==> src/rtl/smb_cfg_slave.sv <==
module smb_cfg_slave #(
  parameter logic [6:0] DEV_ADDR = 7'h69,
  parameter int NREG = 8,
  parameter int FLT = 3,
  parameter logic [7:0] ID_BYTE = 8'h01,
  parameter logic [8*NREG-1:0] DEFAULTS = 64'h01_13_00_01_AF_00_00_78
) (
  input  logic             clk,
  input  logic             rst_n,
  input  logic             scl_i,
  input  logic             sda_i,
  output logic             sda_oe,
  output logic [8*NREG-1:0] regs_o,
  output logic [3:0]       clk_oe_o,
  output logic             ss_en_o,
  output logic             ss_sel_o
);
  localparam int IW = $clog2(NREG);
  localparam logic [7:0] NREG8 = 8'(NREG);

  typedef enum logic [2:0] {ST_IDLE, ST_RX, ST_RACK, ST_TX, ST_TACK, ST_IGN} st_t;
  typedef enum logic [1:0] {PH_ADDR, PH_CMD, PH_CNT, PH_DATA} ph_t;

  logic [1:0] scl_s, sda_s;
  logic [FLT-1:0] scl_h, sda_h;
  logic scl_f, sda_f, scl_q, sda_q;

  always_ff @(posedge clk or negedge rst_n) begin
    if (!rst_n) begin
      scl_s <= '1; sda_s <= '1; scl_h <= '1; sda_h <= '1;
      scl_f <= 1'b1; sda_f <= 1'b1; scl_q <= 1'b1; sda_q <= 1'b1;
    end else begin
      scl_s <= {scl_s[0], scl_i};
      sda_s <= {sda_s[0], sda_i};
      scl_h <= {scl_h[FLT-2:0], scl_s[1]};
      sda_h <= {sda_h[FLT-2:0], sda_s[1]};
      if (&scl_h) scl_f <= 1'b1; else if (~|scl_h) scl_f <= 1'b0;
      if (&sda_h) sda_f <= 1'b1; else if (~|sda_h) sda_f <= 1'b0;
      scl_q <= scl_f;
      sda_q <= sda_f;
    end
  end

  wire scl_rise = scl_f & ~scl_q;
  wire scl_fall = ~scl_f & scl_q;
  wire start_c  = scl_f & scl_q & sda_q & ~sda_f;
  wire stop_c   = scl_f & scl_q & ~sda_q & sda_f;

  st_t st;
  ph_t ph;
  logic [7:0] sh, ptr, cnt;
  logic [3:0] bitcnt;
  logic blk, rd, cnt_sent, more, ok;
  logic [7:0] mem [NREG-1];
  logic [7:0] rdata, tx_byte;

  for (genvar g = 0; g < NREG-1; g++) begin : g_out
    assign regs_o[8*g +: 8] = mem[g];
  end
  assign regs_o[8*(NREG-1) +: 8] = ID_BYTE;

  assign clk_oe_o = regs_o[6:3];
  assign ss_en_o  = regs_o[16];
  assign ss_sel_o = regs_o[23];

  assign rdata   = (ptr < NREG8) ? regs_o[{ptr[IW-1:0], 3'b000} +: 8] : 8'hFF;
  assign tx_byte = (blk && !cnt_sent) ? NREG8 : rdata;

  always_comb begin
    case (ph)
      PH_ADDR: ok = (sh[7:1] == DEV_ADDR);
      PH_CMD:  ok = (sh[6:5] == 2'b00) &&
                    (sh[7] ? ({3'b000, sh[4:0]} < NREG8) : (sh[4:0] == 5'd0));
      PH_CNT:  ok = 1'b1;
      default: ok = (ptr < NREG8) && (cnt != 8'd0);
    endcase
  end

  always_ff @(posedge clk or negedge rst_n) begin
    if (!rst_n) begin
      st <= ST_IDLE; ph <= PH_ADDR; sh <= '0; ptr <= '0; cnt <= '0;
      bitcnt <= '0; blk <= 1'b0; rd <= 1'b0; cnt_sent <= 1'b0; more <= 1'b0;
      sda_oe <= 1'b0;
      for (int i = 0; i < NREG-1; i++) mem[i] <= DEFAULTS[8*i +: 8];
    end else if (start_c) begin
      st <= ST_RX; ph <= PH_ADDR; bitcnt <= '0; sda_oe <= 1'b0;
    end else if (stop_c) begin
      st <= ST_IDLE; sda_oe <= 1'b0;
    end else begin
      case (st)
        ST_RX:
          if (scl_rise && bitcnt < 4'd8) begin
            sh <= {sh[6:0], sda_f};
            bitcnt <= bitcnt + 4'd1;
          end else if (scl_fall && bitcnt == 4'd8) begin
            if (!ok) st <= ST_IGN;
            else begin
              sda_oe <= 1'b1;
              st <= ST_RACK;
              case (ph)
                PH_ADDR: rd <= sh[0];
                PH_CMD: begin
                  blk <= ~sh[7];
                  ptr <= sh[7] ? {3'b000, sh[4:0]} : 8'd0;
                  cnt <= 8'd1;
                  cnt_sent <= 1'b0;
                end
                PH_CNT: cnt <= sh;
                default: begin
                  if (ptr != NREG8 - 8'd1) mem[ptr[IW-1:0]] <= sh;
                  ptr <= ptr + 8'd1;
                  cnt <= cnt - 8'd1;
                end
              endcase
            end
          end
        ST_RACK:
          if (scl_fall) begin
            if (ph == PH_ADDR && rd) begin
              sh <= tx_byte; sda_oe <= ~tx_byte[7]; bitcnt <= 4'd1; st <= ST_TX;
              if (blk && !cnt_sent) cnt_sent <= 1'b1; else ptr <= ptr + 8'd1;
            end else begin
              sda_oe <= 1'b0; st <= ST_RX; bitcnt <= '0;
              case (ph)
                PH_ADDR: ph <= PH_CMD;
                PH_CMD:  ph <= blk ? PH_CNT : PH_DATA;
                default: ph <= PH_DATA;
              endcase
            end
          end
        ST_TX:
          if (scl_fall) begin
            if (bitcnt == 4'd8) begin
              sda_oe <= 1'b0; st <= ST_TACK;
            end else begin
              sda_oe <= ~sh[6];
              sh <= {sh[6:0], 1'b0};
              bitcnt <= bitcnt + 4'd1;
            end
          end
        ST_TACK:
          if (scl_rise) more <= ~sda_f;
          else if (scl_fall) begin
            if (more) begin
              sh <= tx_byte; sda_oe <= ~tx_byte[7]; bitcnt <= 4'd1; st <= ST_TX;
              if (blk && !cnt_sent) cnt_sent <= 1'b1; else ptr <= ptr + 8'd1;
            end else st <= ST_IGN;
          end
        default: ;
      endcase
    end
  end
endmodule

==> config.mk <==
export PLATFORM = sky130hd
export DESIGN_NAME = smb_cfg_slave
export DESIGN_NICKNAME = d
export VERILOG_FILES = /design/src/rtl/smb_cfg_slave.sv
export SDC_FILE = /design/constraint.sdc
export NUM_CORES = 1
export LEC_CHECK = 0
export ABC_AREA = 1
export BUFFER_PORTS_ARGS = -buffer_cell sky130_fd_sc_hd__buf_2
export CORE_MARGIN = 4
export CORE_UTILIZATION = 30
export CTS_BUF_LIST = sky130_fd_sc_hd__clkbuf_16
export CTS_CLUSTER_SIZE = 20
export DETAILED_ROUTE_END_ITERATION = 12
export GPL_TIMING_DRIVEN = 0
export MAX_ROUTING_LAYER = met4
export SLEW_MARGIN = 20
export SYNTH_ARGS = -nofsm -noshare
export SYNTH_HDL_FRONTEND = slang
export SYNTH_SLANG_ARGS = --single-unit
==> constraint.sdc <==
create_clock -name clk -period 3.8 [get_ports clk]
set_clock_uncertainty 0.1 [all_clocks]
set_input_delay 0.76 -clock clk [delete_from_list [all_inputs] [get_ports clk]]
set_output_delay 0.76 -clock clk [all_outputs]
set_load 0.01 [all_outputs]
==> metrics <==
leak pwr=between 3 and 4 nW; Clk pwr share=about a quarter; Via Count=slightly below 5000; CTS-repair resized insts=0; commonest cells after routing, fill and taps aside=195 x nand2_1, 80 x dfrtp_1, 68 x buf_2; final slew viol count=0; fmax=0.416 GHz; IO buf count=66; Clock Tree Root=clkbuf_16; crit end category=register; fraction of layout cells with a size suffix above 1=a little over a quarter; number of synthesis warnings=0; synthesized area per cell=roughly 8.4 um2; Post-DP HPWL=between 10 and 15 mm; cell total after placement=1029; Final Cycle Share=63.3%; Die W=roughly 150 um; WL per Instance=~15 um; grt ovf=0; DRT Wirelength=15.9 mm; top_reg_cell synth=dfrtp_1; commonest non-fill, non-tap cell in the layout=nand2_1; CP Launch Type=register; mapped cell area=0.00587 mm2; Worst R2R End=regs_o[55]; Rel. slew slack=34.4%; # hold bufs at CTS=0; Clock Latency Late Sink=about 370 ps; GRT Util Overall=between 10% and 20%; synth unique cells=44; H-tree depth=3; slowest cell delay on critical path=~400 ps; Flop pwr share=about a third; DRC viols=0; vias per cell=~4.7; die area=0.0219 mm2; ys async rst share=between 90% and 100%; Worst EP arrival=roughly 2500 ps; most used cell, CP=nand2_1; 1st-pass router iterations=4; number of synthesized register bits=~110; area grow syn2layout=17.6%; fin crit period=between 2000 and 2500 ps; Die Ht=148 um; ant diodes=0; Reg area=~0.0027 mm2; number of cells on the worst reg-to-reg path=13; Worst Setup Path Type=reg -> reg; Cell Count, Final, Fillers Out=between 1000 and 1500; pin count of the biggest net entering global routing=80; unrepaired setup endpoints after global routing=no; fill count=slightly below 2000; cells along the critical path=inv_1 > ha_1 > clkbuf_2 > nand2_1 > a21oi_1 > nand3_1 > nand3_2 > nand3_4 > nor2_8 > nand2_4 > buf_6 > nand2_1 > o21ai_2; Setup TNS Final=0 ps; setup slack, reg-to-reg=1390 ps; # Post-CTS Setup Buffers=0; Starting Density=31.0%; footprint of the multi-input gates=approximately 0.0027 mm2; core area=around 0.019 mm2; switch share=about 45%; register area share after synthesis=approximately 47%; PD cells=approximately 630 mW/mm2; EDFF count, synth=0; total CTS buffers=9; worst-path fanout max=10; fin nets=around 790; gate count of the mapped netlist=~700; gpl congestion=0.869; row cnt=50; CTS Sinks=around 110; final hold vios=0; vias in the first global route=4834; initial antenna violation count=0; worst endpoint required time=approximately 3900 ps; Crit path buffers/inverters=3; Comb pwr share=a little over two fifths; Routed Antenna Nets=0; 1st-iter DRT viols=around 360; outcome=complete, no violations; HP Class=in -> async; first-pass GRT wire length=~26 mm; max cap viols=0; R2R Path Start=ph[1]; final setup fails=0; TritonCTS clock tree=built; CP max-delay cell=dfrtp_1; clk slew on worst S/H paths=roughly 80 ps; num ports=75; Top delay family on crit path=simple AND/OR/NAND/NOR gates; Clock Path Buffers=2; NetSw=roughly 0.0019 W; Least-Margin Pin Slew=a little under 1000 ps; Max VDD drop=around 0.00024 V; Internal Power=between 0.002 and 0.0025 W
## Yosys cell counts, types with 4 or more instances
library cell | count | area [um2]
buf_6 | 8 | 90.1
inv_1 | 54 | 203
a21oi_1 | 25 | 125
dfrtp_1 | 80 | 2000
nand2_2 | 4 | 25.0
o22ai_1 | 4 | 25.0
xor2_1 | 11 | 96.3
o21ai_0 | 39 | 195
clkbuf_1 | 6 | 22.5
a22oi_1 | 9 | 67.6
nor2_4 | 5 | 56.3
nor2_1 | 47 | 176
inv_2 | 7 | 26.3
nand2_1 | 195 | 732
nor3_1 | 8 | 40.0
buf_4 | 17 | 128
dfstp_2 | 28 | 736
o21ai_2 | 41 | 359
nand2_4 | 8 | 90.1
nand3_1 | 37 | 185
ha_1 | 9 | 113
nand4_1 | 8 | 50.1
o21ai_1 | 17 | 85.1
## stage by stage
| step | util (%) | hold WS (ps) | setup slack (ps) | area [um2] | power [W] |
|---|---|---|---|---|---|
| floorplan | - | 245 | 1750 | 5890 | 0.00278 |
| global placement | 34.5 | 246 | 531 | 6550 | 0.00331 |
| detailed placement | 34.7 | 247 | 1380 | 6580 | 0.00331 |
| CTS | 36.4 | 181 | 1370 | 6900 | 0.00433 |
| global route | 36.4 | 190 | 1180 | 6900 | 0.00464 |
| finish | 36.4 | 175 | 1390 | 6900 | 0.00432 |
## flip-flops by register name, indices dropped and copies added, names as in the netlist, 3 cells and up
register  flops
sh            8
bitcnt        4
cnt           8
clk_oe_o      4
sda_h         3
st            3
ptr           8
regs_o       52
scl_h         3
## cells by family (layout without fill, tap and decap cells)
kind of cell,count (synthesis),count (layout),share of synthesized area [%]
adders and majority gates,9,9,1.92
buffers and inverters,98,181,8.49
DFF,108,108,46.7
AOI/OAI and AO/OA,145,145,16.0
other,2,8,0.128
xor gates and xnor gates,13,13,1.94
and+or+nand+nor,321,321,24.9
## worst max-delay path by stage
stage	start	to	slack (ps)	depth (start not counted)
5_1_grt	ph[1]	regs_o[55]	1180	13
2_1_floorplan	ph[1]	regs_o[55]	1750	13
3_5_place_dp	ph[1]	regs_o[55]	1380	13
3_3_place_gp	rst_n	regs_o[33]	530	1
4_1_cts	ph[1]	regs_o[55]	1370	13
6_report	ph[1]	regs_o[55]	1390	13
## routing by layer
| metal | vias up | share of wire, % | GRT usage (%) |
|---|---|---|---|
| met5 | - | 0 | - |
| met4 | 0 | 1.5 | 4.39 |
| met3 | 18 | 4.5 | 2.73 |
| met2 | 124 | 48 | 24.2 |
| met1 | 2376 | 46 | 20.5 |
| li1 | 2443 | - | - |
## layout make-up
type	instances	share of cell area, %
timing repair buffer	67	5.27
tap	260	4.71
clock buffer	9	3.26
buffer	35	3.77
sequential	108	39.7
clock inverter	7	1.41
inverter	63	3.44
multi-input combinational	496	38.5
## power by group through the flow
| stage | combinational, W | sequential, W | clock [W] |
|---|---|---|---|
| after global placement | 0.00185 | 0.00145 | 0 |
| after floorplan | 0.00135 | 0.00143 | 0 |
| after detailed placement | 0.00186 | 0.00146 | 0 |
| after CTS | 0.00186 | 0.00144 | 0.00103 |
| after global routing | 0.00210 | 0.00146 | 0.00108 |
| final | 0.00186 | 0.00144 | 0.00101 |
(Power assumes the default switching activity.)
